==> config.mk <==
export PLATFORM = sky130hd
export DESIGN_NAME = srh_top
export DESIGN_NICKNAME = d
export VERILOG_FILES = /design/src/rtl/srh_pkg.sv /design/src/rtl/srh_engine.sv /design/src/rtl/srh_arbiter.sv /design/src/rtl/srh_status.sv /design/src/rtl/srh_top.sv
export SDC_FILE = /design/constraint.sdc
export NUM_CORES = 1
export LEC_CHECK = 0
export CAP_MARGIN = 20
export CORE_ASPECT_RATIO = 1.5
export CORE_MARGIN = 1.5
export CORE_UTILIZATION = 35
export CTS_CLUSTER_DIAMETER = 120
export CTS_CLUSTER_SIZE = 8
export DETAILED_ROUTE_END_ITERATION = 10
export GPL_ROUTABILITY_DRIVEN = 1
export HOLD_SLACK_MARGIN = 0.12
export SYNTH_ARGS = -nofsm -noshare
export SYNTH_HDL_FRONTEND = slang
export SYNTH_SLANG_ARGS = --single-unit
export TNS_END_PERCENT = 5
==> constraint.sdc <==
create_clock -name clk -period 2.35 [get_ports clk]
set_input_delay 0.235 -clock clk [delete_from_list [all_inputs] [get_ports clk]]
set_output_delay 0.235 -clock clk [all_outputs]
set_load 0.1 [all_outputs]
==> src/rtl/srh_pkg.sv <==
package srh_pkg;

    localparam logic [7:0] CODE_PROG    = 8'h41;
    localparam logic [7:0] CODE_ERASE   = 8'h22;
    localparam logic [7:0] CODE_FACT    = 8'h83;
    localparam logic [7:0] CODE_SUSP    = 8'hB5;
    localparam logic [7:0] CODE_RESUME  = 8'hD5;
    localparam logic [7:0] CODE_RD_ARR  = 8'hFF;
    localparam logic [7:0] CODE_RD_STAT = 8'h70;
    localparam logic [7:0] CODE_RD_SIG  = 8'h90;

    typedef enum logic [3:0] {
        C_NONE, C_PROG, C_ERASE, C_FACT, C_SUSP,
        C_RESUME, C_RD_ARR, C_RD_STAT, C_RD_SIG
    } cmd_e;

    typedef enum logic [1:0] {RS_ARRAY = 2'd0, RS_STATUS = 2'd1, RS_SIG = 2'd2} rsel_e;
    typedef enum logic [1:0] {OP_PROG, OP_ERASE, OP_FACT} op_e;
    typedef enum logic [1:0] {EN_IDLE, EN_RUN, EN_SETTLE, EN_PAUSED} eng_e;

    function automatic cmd_e decode_cmd(input logic [7:0] b);
        case (b)
            CODE_PROG:    return C_PROG;
            CODE_ERASE:   return C_ERASE;
            CODE_FACT:    return C_FACT;
            CODE_SUSP:    return C_SUSP;
            CODE_RESUME:  return C_RESUME;
            CODE_RD_ARR:  return C_RD_ARR;
            CODE_RD_STAT: return C_RD_STAT;
            CODE_RD_SIG:  return C_RD_SIG;
            default:      return C_NONE;
        endcase
    endfunction

    function automatic logic is_read_sel(input cmd_e c);
        return (c == C_RD_ARR) || (c == C_RD_STAT) || (c == C_RD_SIG);
    endfunction

    function automatic logic is_start(input cmd_e c);
        return (c == C_PROG) || (c == C_ERASE) || (c == C_FACT);
    endfunction

endpackage

==> src/rtl/srh_engine.sv <==
module srh_engine
    import srh_pkg::*;
#(
    parameter int PROG_CYC   = 6,
    parameter int ERASE_CYC  = 24,
    parameter int FACT_CYC   = 12,
    parameter int SETTLE_CYC = 3
) (
    input  logic clk,
    input  logic rst,
    input  logic start,
    input  op_e  start_op,
    input  logic pause_req,
    input  logic resume_req,
    output eng_e state,
    output op_e  cur_op
);
    localparam int MAX_A = (PROG_CYC > ERASE_CYC) ? PROG_CYC : ERASE_CYC;
    localparam int MAXC  = (MAX_A > FACT_CYC) ? MAX_A : FACT_CYC;
    localparam int CW    = $clog2(MAXC + 1);
    localparam int SW    = $clog2(SETTLE_CYC + 1);

    logic [CW-1:0] cnt;
    logic [SW-1:0] settle;

    function automatic logic [CW-1:0] load_of(input op_e o);
        case (o)
            OP_ERASE: return CW'(ERASE_CYC);
            OP_FACT:  return CW'(FACT_CYC);
            default:  return CW'(PROG_CYC);
        endcase
    endfunction

    always_ff @(posedge clk) begin
        if (rst) begin
            state  <= EN_IDLE;
            cur_op <= OP_PROG;
            cnt    <= '0;
            settle <= '0;
        end else begin
            case (state)
                EN_IDLE: begin
                    if (start) begin
                        state  <= EN_RUN;
                        cur_op <= start_op;
                        cnt    <= load_of(start_op);
                    end
                end
                EN_RUN: begin
                    if (cnt == CW'(1)) begin
                        state <= EN_IDLE;
                        cnt   <= '0;
                    end else begin
                        cnt <= cnt - CW'(1);
                        if (pause_req) begin
                            state  <= EN_SETTLE;
                            settle <= SW'(SETTLE_CYC);
                        end
                    end
                end
                EN_SETTLE: begin
                    settle <= settle - SW'(1);
                    if (settle == SW'(1)) state <= EN_PAUSED;
                end
                EN_PAUSED: begin
                    if (resume_req) state <= EN_RUN;
                end
                default: state <= EN_IDLE;
            endcase
        end
    end
endmodule

==> src/rtl/srh_arbiter.sv <==
module srh_arbiter
    import srh_pkg::*;
(
    input  logic  clk,
    input  logic  rst,
    input  logic  wr_en,
    input  cmd_e  cmd,
    input  eng_e  eng,
    input  op_e   cur_op,
    output logic  start,
    output op_e   start_op,
    output logic  pause_req,
    output logic  resume_req,
    output rsel_e rsel
);
    always_comb begin
        case (cmd)
            C_ERASE: start_op = OP_ERASE;
            C_FACT:  start_op = OP_FACT;
            default: start_op = OP_PROG;
        endcase
        start      = wr_en && (eng == EN_IDLE) && is_start(cmd);
        pause_req  = wr_en && (eng == EN_RUN) && (cmd == C_SUSP) && (cur_op != OP_FACT);
        resume_req = wr_en && (eng == EN_PAUSED) && (cmd == C_RESUME);
    end

    always_ff @(posedge clk) begin
        if (rst) begin
            rsel <= RS_ARRAY;
        end else if (wr_en && is_read_sel(cmd)) begin
            case (cmd)
                C_RD_STAT: rsel <= RS_STATUS;
                C_RD_SIG:  rsel <= RS_SIG;
                default:   rsel <= RS_ARRAY;
            endcase
        end else if (start) begin
            rsel <= RS_STATUS;
        end
    end
endmodule

==> src/rtl/srh_status.sv <==
module srh_status
    import srh_pkg::*;
#(
    parameter int AW      = 12,
    parameter int BLK_LSB = 6
) (
    input  logic          clk,
    input  logic          rst,
    input  logic          start,
    input  logic [AW-1:0] wr_addr,
    input  eng_e          eng,
    input  op_e           cur_op,
    input  rsel_e         rsel,
    input  logic [AW-1:0] rd_addr,
    output logic [7:0]    status,
    output logic          rd_invalid
);
    logic [AW-1:0] tgt;
    logic          paused, hit;

    always_ff @(posedge clk) begin
        if (rst)        tgt <= '0;
        else if (start) tgt <= wr_addr;
    end

    always_comb begin
        paused = (eng == EN_PAUSED);
        status = '0;
        status[7] = (eng == EN_IDLE) || paused;
        status[6] = paused && (cur_op == OP_ERASE);
        status[2] = paused && (cur_op == OP_PROG);
        if (cur_op == OP_ERASE) hit = (rd_addr[AW-1:BLK_LSB] == tgt[AW-1:BLK_LSB]);
        else                    hit = (rd_addr == tgt);
        rd_invalid = paused && (rsel == RS_ARRAY) && hit;
    end
endmodule

==> src/rtl/srh_top.sv <==
module srh_top
    import srh_pkg::*;
#(
    parameter int AW         = 12,
    parameter int BLK_LSB    = 6,
    parameter int PROG_CYC   = 6,
    parameter int ERASE_CYC  = 24,
    parameter int FACT_CYC   = 12,
    parameter int SETTLE_CYC = 3
) (
    input  logic          clk,
    input  logic          rst,
    input  logic          wr_en,
    input  logic [AW-1:0] wr_addr,
    input  logic [7:0]    wr_data,
    input  logic [AW-1:0] rd_addr,
    output logic [7:0]    status,
    output logic [1:0]    rd_sel,
    output logic          rd_invalid
);
    cmd_e  cmd;
    eng_e  eng;
    op_e   cur_op, start_op;
    rsel_e rsel;
    logic  start, pause_req, resume_req;

    assign cmd    = decode_cmd(wr_data);
    assign rd_sel = rsel;

    srh_arbiter u_arb (
        .clk(clk), .rst(rst), .wr_en(wr_en), .cmd(cmd), .eng(eng), .cur_op(cur_op),
        .start(start), .start_op(start_op), .pause_req(pause_req),
        .resume_req(resume_req), .rsel(rsel)
    );

    srh_engine #(
        .PROG_CYC(PROG_CYC), .ERASE_CYC(ERASE_CYC),
        .FACT_CYC(FACT_CYC), .SETTLE_CYC(SETTLE_CYC)
    ) u_eng (
        .clk(clk), .rst(rst), .start(start), .start_op(start_op),
        .pause_req(pause_req), .resume_req(resume_req), .state(eng), .cur_op(cur_op)
    );

    srh_status #(.AW(AW), .BLK_LSB(BLK_LSB)) u_stat (
        .clk(clk), .rst(rst), .start(start), .wr_addr(wr_addr), .eng(eng),
        .cur_op(cur_op), .rsel(rsel), .rd_addr(rd_addr),
        .status(status), .rd_invalid(rd_invalid)
    );
endmodule

==> flow_summary_export.csv, run 1 <==
group,metric,value,unit
yosys,async_flop_share,0,%
timing,report.final.hold_viol_count,0,
grt,grt_pass1_wl,6410,um
final_layout,drive_above_1_share,19.8,%
placement,place_area,2230,um^2
detailed_routing,wirelength,3740,um
hold_path,hold_class,"primary input to flip-flop",
run,max-cap-violations,0,
grt,grt_pass1_vias,1543,
floorplanning,initial_core_util,36.2,%
timing,fin_tns_setup,0,ps
yosys,syn_area,1620,um^2
floorplanning,die_area,5050,um^2
detailed_routing,drt-pass1-iter-count,4,
grt,grt.overflow.total,0,
timing,skew,7.82,ps
grt,antenna_found_initial,0,
power_and_ir_drop,p_leak,0.956,nW
detailed_routing,drc,0,
cts,worstSkewPairLatency,270,ps
cts,tritoncts,"done",
power_and_ir_drop,seqPwrFrac,42.2,%
floorplanning,fp.dieH,86.3,um
cts,h-tree-depth,1,
worst_setup_path,critPathMaxFanout,3,
power_and_ir_drop,internal-power,715,uW
final_layout,final_area,2320,um^2
power_and_ir_drop,clockPowerShare,24.2,%
power_and_ir_drop,peakVddDrop,338,uV
final_layout,ff_latch_area,500,um^2
floorplanning,ios,46,
yosys,synth_seq_cells,25,
cts,clk_pin_slew_worst_paths,90,ps
grt,grt_max_degree,16,
timing,finalSetupViolations,0,
final_layout,syn_to_final_growth,43.7,%
yosys,yosys.cell_types.count,45,
detailed_routing,vias,1520,
timing,relSlewSlack,66.9,%
yosys,yosysWarningCount,0,
cts,cts_sinks,25,
detailed_routing,ant_nets,0,
power_and_ir_drop,combPwrFrac,33.6,%
power_and_ir_drop,switching_share,33.2,%
worst_setup_path,arrival,2420,ps
detailed_routing,avgViaCountPerCell,5.14,
final_layout,utilization,52.0,%
final_layout,fin_nets,294,
detailed_routing,wl_per_cell,12.6,um
yosys,ys_seq_area_share,30.9,%
detailed_routing,drt_iter0_markers,32,
placement,port_buffers,40,
final_layout,layout.cells.non_filler,296,
yosys,synth_ff_type,"dfxtp_1",
cts,cts_buffer_depth,2,
worst_setup_path,criticalPathCategory,"primary input to flip-flop",
timing,rsz0062_at_grt,"no",
grt,grt_usage,16.0,%
worst_setup_path,worstPathRequired,2520,ps
timing,min_period,2250,ps
yosys,synth_edf_count,0,
power_and_ir_drop,p_total,1.07,mW
worst_setup_path,cp-start-kind,"primary input",
floorplanning,die_w,58.5,um
final_layout,multiInputGateArea,1050,um^2
final_layout,fillerInstances,448,
timing,worstMarginPinSlew,489,ps
power_and_ir_drop,p_per_area,461,nW/um^2
timing,fmaxAchievable,444,MHz
final_layout,final_common_cell,"buf_4",
timing,fin_crit_sh,95.7,%
placement,place.gp.congestion,0.855,
floorplanning,rows,30,
timing,final_max_slew_viol_count,0,
placement,placed_cells,290,
final_layout,num_antenna_cells,0,
floorplanning,core_area,4470,um^2
cts,numCtsBuffers,3,
worst_setup_path,endpoint_kind,"flip-flop",
final_layout,final_cell_mix,"32 x buf_4, 28 x clkdlybuf4s50_1, 25 x nor2_1, 25 x dfxtp_1, 18 x mux2i_1",
power_and_ir_drop,p_switching,355,uW
cts,root_buffer,"clkbuf_8",
outcome,status,"complete, no violations",
placement,dp_hpwl,2980,um
yosys,syn_area_per_cell,8.84,um^2
yosys,syn_inst,183,
-- power by group through the flow --
stage               Clock (mW)  Combinational [mW]  Sequential (mW)
global placement             0               0.358            0.462
finish                   0.259               0.360            0.452
detailed placement           0               0.360            0.462
global route             0.292               0.389            0.456
CTS                      0.267               0.363            0.452
floorplan                    0               0.221            0.462
-- worst paths after layout --
check,startpoint,endpoint,slack (ps),cells past startpoint
worst max register to register,u_eng.cnt[0],u_eng.state[0],340,7
worst min-delay path,wr_data[4],u_arb.rsel[1],410,4
worst max-delay path,wr_data[0],u_eng.state[0],100,7
worst min register to register,u_eng.cnt[1],u_eng.cnt[1],480,2
-- critical path, cell delays in order --
cell and delay (ps):
clkdlybuf4s50_1 470, or3b_2 450, or4_1 480, o21bai_1 180, o221ai_2 110, a21oi_2 160, mux2_1 330
-- cell usage after synthesis (all sizes together), types with 3 or more instances --
cell type | count | area (um^2)
nor3b | 3 | 22.5
inv | 10 | 37.5
nor2 | 25 | 93.8
a21oi | 10 | 65.1
ha | 10 | 125
nand2b | 3 | 18.8
dfxtp | 25 | 500
clkbuf | 4 | 15.0
and3 | 3 | 18.8
xor2 | 9 | 78.8
xnor2 | 5 | 43.8
nand3 | 5 | 25.0
nand2 | 5 | 18.8
nor4 | 4 | 25.0
or3 | 3 | 18.8
buf | 7 | 48.8
nor3 | 4 | 20.0
mux2i | 18 | 180
-- routing by layer --
layer	vias up	routed length, um	track usage (%)
li1	768	-	-
met1	698	1560	18.3
met2	43	1920	28.9
met3	11	148	1.49
met4	0	110	7.82
met5	-	0	0
-- registers in the layout, summed over array words and instances, names as in the netlist --
signal	flops
u_arb.rsel	2
u_eng.cnt	5
u_eng.cur_op	2
u_eng.settle	2
u_eng.state	2
u_stat.tgt	12
-- cell families (layout without fill, tap and decap cells) --
kind of cell,count (synthesis),in the layout,share of synthesized area [%]
AND/OR/NAND/NOR,65,65,21.0
AO/OA/AOI/OAI,28,28,14.5
flip-flops,25,25,30.9
buffers and inverters,21,82,6.26
multiplexers,19,19,11.8
XOR/XNOR,14,14,7.58
adder cells (fa/ha/maj),10,10,7.73
other,1,5,0.232
-- timing repair --
action,in CTS,in global routing
buffers inserted,2,0
hold buffers,0,0
endpoints found under the hold margin,0,0
pin swaps,4,5
endpoints found under the setup margin,2,22
resized for setup,0,9
-- per-stage QoR --
step | setup WS, ps | hold slack, ps
finish | 100 | 415
global route | 24.6 | 424
CTS | 7.83 | 479
detailed placement | -306 | 467
global placement | -295 | 468
floorplan | -559 | 382
-- cell type report --
| type | count | area share (%) |
|---|---|---|
| Tap cell | 48 | 2.58 |
| Timing Repair Buffer | 68 | 27.0 |
| Inverter | 10 | 1.61 |
| Clock buffer | 3 | 1.78 |
| Sequential cell | 25 | 21.5 |
| Multi-Input combinational cell | 141 | 45.3 |
| Clock inverter | 1 | 0.215 |
Power figures use the tool's default switching activity.
==> inputs of run 2 (changes only) <==
--- a/config.mk
+++ b/config.mk
@@ -17,4 +17,3 @@
 export SYNTH_ARGS = -nofsm -noshare
 export SYNTH_HDL_FRONTEND = slang
 export SYNTH_SLANG_ARGS = --single-unit
-export TNS_END_PERCENT = 5
==> flow_summary_export.csv, run 2 (same netlist as run 1, synthesis figures left out) <==
group,metric,value,unit
outcome,status,"complete, no violations",
worst_setup_path,worstPathRequired,2520,ps
worst_setup_path,criticalPathCategory,"primary input to flip-flop",
floorplanning,core_area,4470,um^2
cts,cts_sinks,25,
worst_setup_path,r2r_start,"u_eng.cnt[0]",
power_and_ir_drop,p_switching,352,uW
detailed_routing,vias,1522,
worst_setup_path,ff2ff_setup_slack,370,ps
cts,tritoncts,"done",
worst_setup_path,critPathTopFamily,"compound AO/OA/AOI/OAI gates",
timing,fin_crit_sh,95.8,%
hold_path,min_to,"u_eng.cnt[1]",
timing,report.final.hold_viol_count,0,
power_and_ir_drop,clockPowerShare,23.4,%
detailed_routing,drt_iter0_markers,33,
timing,fmaxAchievable,444,MHz
final_layout,fillerInstances,441,
grt,grt_usage,16.8,%
worst_setup_path,rr_worst_depth,8,
grt,grt_pass1_vias,1533,
final_layout,syn_to_final_growth,47.0,%
power_and_ir_drop,internal-power,722,uW
timing,finalWorstSetupSlack,98.0,ps
power_and_ir_drop,combPwrFrac,34.5,%
placement,port_buffers,40,
timing,hold_ws,479,ps
final_layout,top_regs,"u_stat.tgt x12, u_eng.cnt x5",
floorplanning,fp.dieH,86.3,um
worst_setup_path,path_buf_inv,1,
floorplanning,initial_core_util,36.2,%
final_layout,fin_nets,300,
final_layout,final_common_cell,"buf_4",
floorplanning,ios,46,
worst_setup_path,worstReg2RegEnd,"u_eng.state[0]",
cts,worstSkewPairLatency,270,ps
grt,grt.overflow.total,0,
timing,finalSetupViolations,0,
grt,grt_max_degree,22,
hold_path,hold_class,"flip-flop to flip-flop",
run,max-cap-violations,0,
floorplanning,die_area,5050,um^2
power_and_ir_drop,p_per_area,452,nW/um^2
detailed_routing,drt-pass1-iter-count,4,
grt,antenna_found_initial,0,
timing,rsz0062_at_grt,"no",
final_layout,multiInputGateArea,1060,um^2
final_layout,ff_latch_area,500,um^2
hold_path,hold-path-cell-count,2,
cts,h-tree-depth,1,
timing,final_max_slew_viol_count,0,
detailed_routing,wl_per_cell,12.6,um
floorplanning,die_w,58.5,um
power_and_ir_drop,p_total,1.07,mW
worst_setup_path,crit_chain,"dlygate4sd2_1, or3_1, a2111o_1, a2111oi_4, o221ai_2, a21oi_2, mux2_4",
timing,min_period,2250,ps
placement,place_worst_setup_slack,-344,ps
cts,ctsHoldBuffers,0,
detailed_routing,drc,0,
cts,root_buffer,"clkbuf_8",
final_layout,largest-register,"u_stat.tgt",
floorplanning,rows,30,
final_layout,largest_register_ffs,12,
placement,dp_hpwl,3060,um
placement,place.gp.congestion,0.792,
detailed_routing,ant_nets,0,
power_and_ir_drop,seqPwrFrac,42.1,%
timing,skew,9.62,ps
worst_setup_path,cp-start-kind,"primary input",
final_layout,num_antenna_cells,0,
cts,clk_pin_slew_worst_paths,90,ps
worst_setup_path,critPathSlowestCell,"a2111o_1",
worst_setup_path,critPathMaxFanout,3,
power_and_ir_drop,peakVddDrop,308,uV
worst_setup_path,endpoint_kind,"flip-flop",
detailed_routing,wirelength,3790,um
power_and_ir_drop,p_leak,0.968,nW
power_and_ir_drop,switching_share,32.8,%
hold_path,min_from,"u_eng.cnt[1]",
cts,numCtsBuffers,3,
cts,cts_buffer_depth,2,
grt,grt_pass1_wl,6620,um
detailed_routing,avgViaCountPerCell,5.04,
final_layout,final_cell_mix,"38 x buf_4, 29 x clkdlybuf4s50_1, 25 x nor2_1, 25 x dfxtp_1, 18 x mux2i_1",
worst_setup_path,slowest_delay,460,ps
final_layout,drive_above_1_share,22.8,%
worst_setup_path,arrival,2420,ps
-- run 2: repair_timing --
| action | in CTS | in global routing |
|---|---|---|
| buffers inserted | 1 | 1 |
| hold endpoints to repair | 0 | 0 |
| setup endpoints to repair | 12 | 22 |
| resized for setup | 2 | 10 |
| pin swaps | 1 | 4 |
-- run 2: how the worst max path moves through the flow --
stage | depth (start not counted) | slack (ps) | start | end
after floorplan | 3 | -560 | u_arb.rsel[0] | rd_invalid
after global placement | 7 | -290 | wr_data[1] | u_eng.state[0]
after detailed placement | 7 | -340 | wr_data[4] | u_eng.state[0]
after CTS | 8 | 9 | wr_data[2] | u_eng.cnt[0]
after global routing | 7 | 9 | wr_data[4] | u_eng.state[0]
final | 7 | 100 | wr_data[4] | u_eng.state[0]
-- run 2: per-layer routing --
| metal | global-route usage (%) | vias up | share of wire (%) |
|---|---|---|---|
| met5 | 0 | - | 0 |
| met4 | 7.82 | 0 | 2.5 |
| met3 | 1.34 | 7 | 3.0 |
| met2 | 29.9 | 40 | 52 |
| met1 | 19.7 | 693 | 42 |
| li1 | - | 782 | - |
-- run 2: tightest hold or removal path, cell delays in order, from the launching register on --
cell and delay, ps:
dfxtp_1 330, nand2_1 60, a21oi_1 50
-- run 2: final cells by class --
cell class / instances / share of cell area [%]
clock buffers: 3 / 1.74
clock inverters: 1 / 0.210
inverters: 10 / 1.58
multi-input cells: 141 / 44.8
flip-flops and latches: 25 / 21.0
well taps: 48 / 2.52
repair buffers: 74 / 28.1
-- run 2: power by group through the flow --
stage / Combinational (mW) / Clock (mW) / Sequential (mW)
CTS: 0.368 / 0.262 / 0.453
global route: 0.403 / 0.287 / 0.456
detailed placement: 0.366 / 0 / 0.463
finish: 0.371 / 0.251 / 0.452
floorplan: 0.223 / 0 / 0.462
global placement: 0.364 / 0 / 0.462
-- run 2: metrics by stage --
step           instance area (um^2)  cells  TNS, ps  util [%]
4_1_cts                        2340    301        0      52.3
2_1_floorplan                  1650    187     -703         -
5_1_grt                        2380    302        0      53.2
3_3_place_gp                   2280    296    -4920      51.0
3_5_place_dp                   2280    296    -6310      51.0
6_report                       2380    302        0      53.2
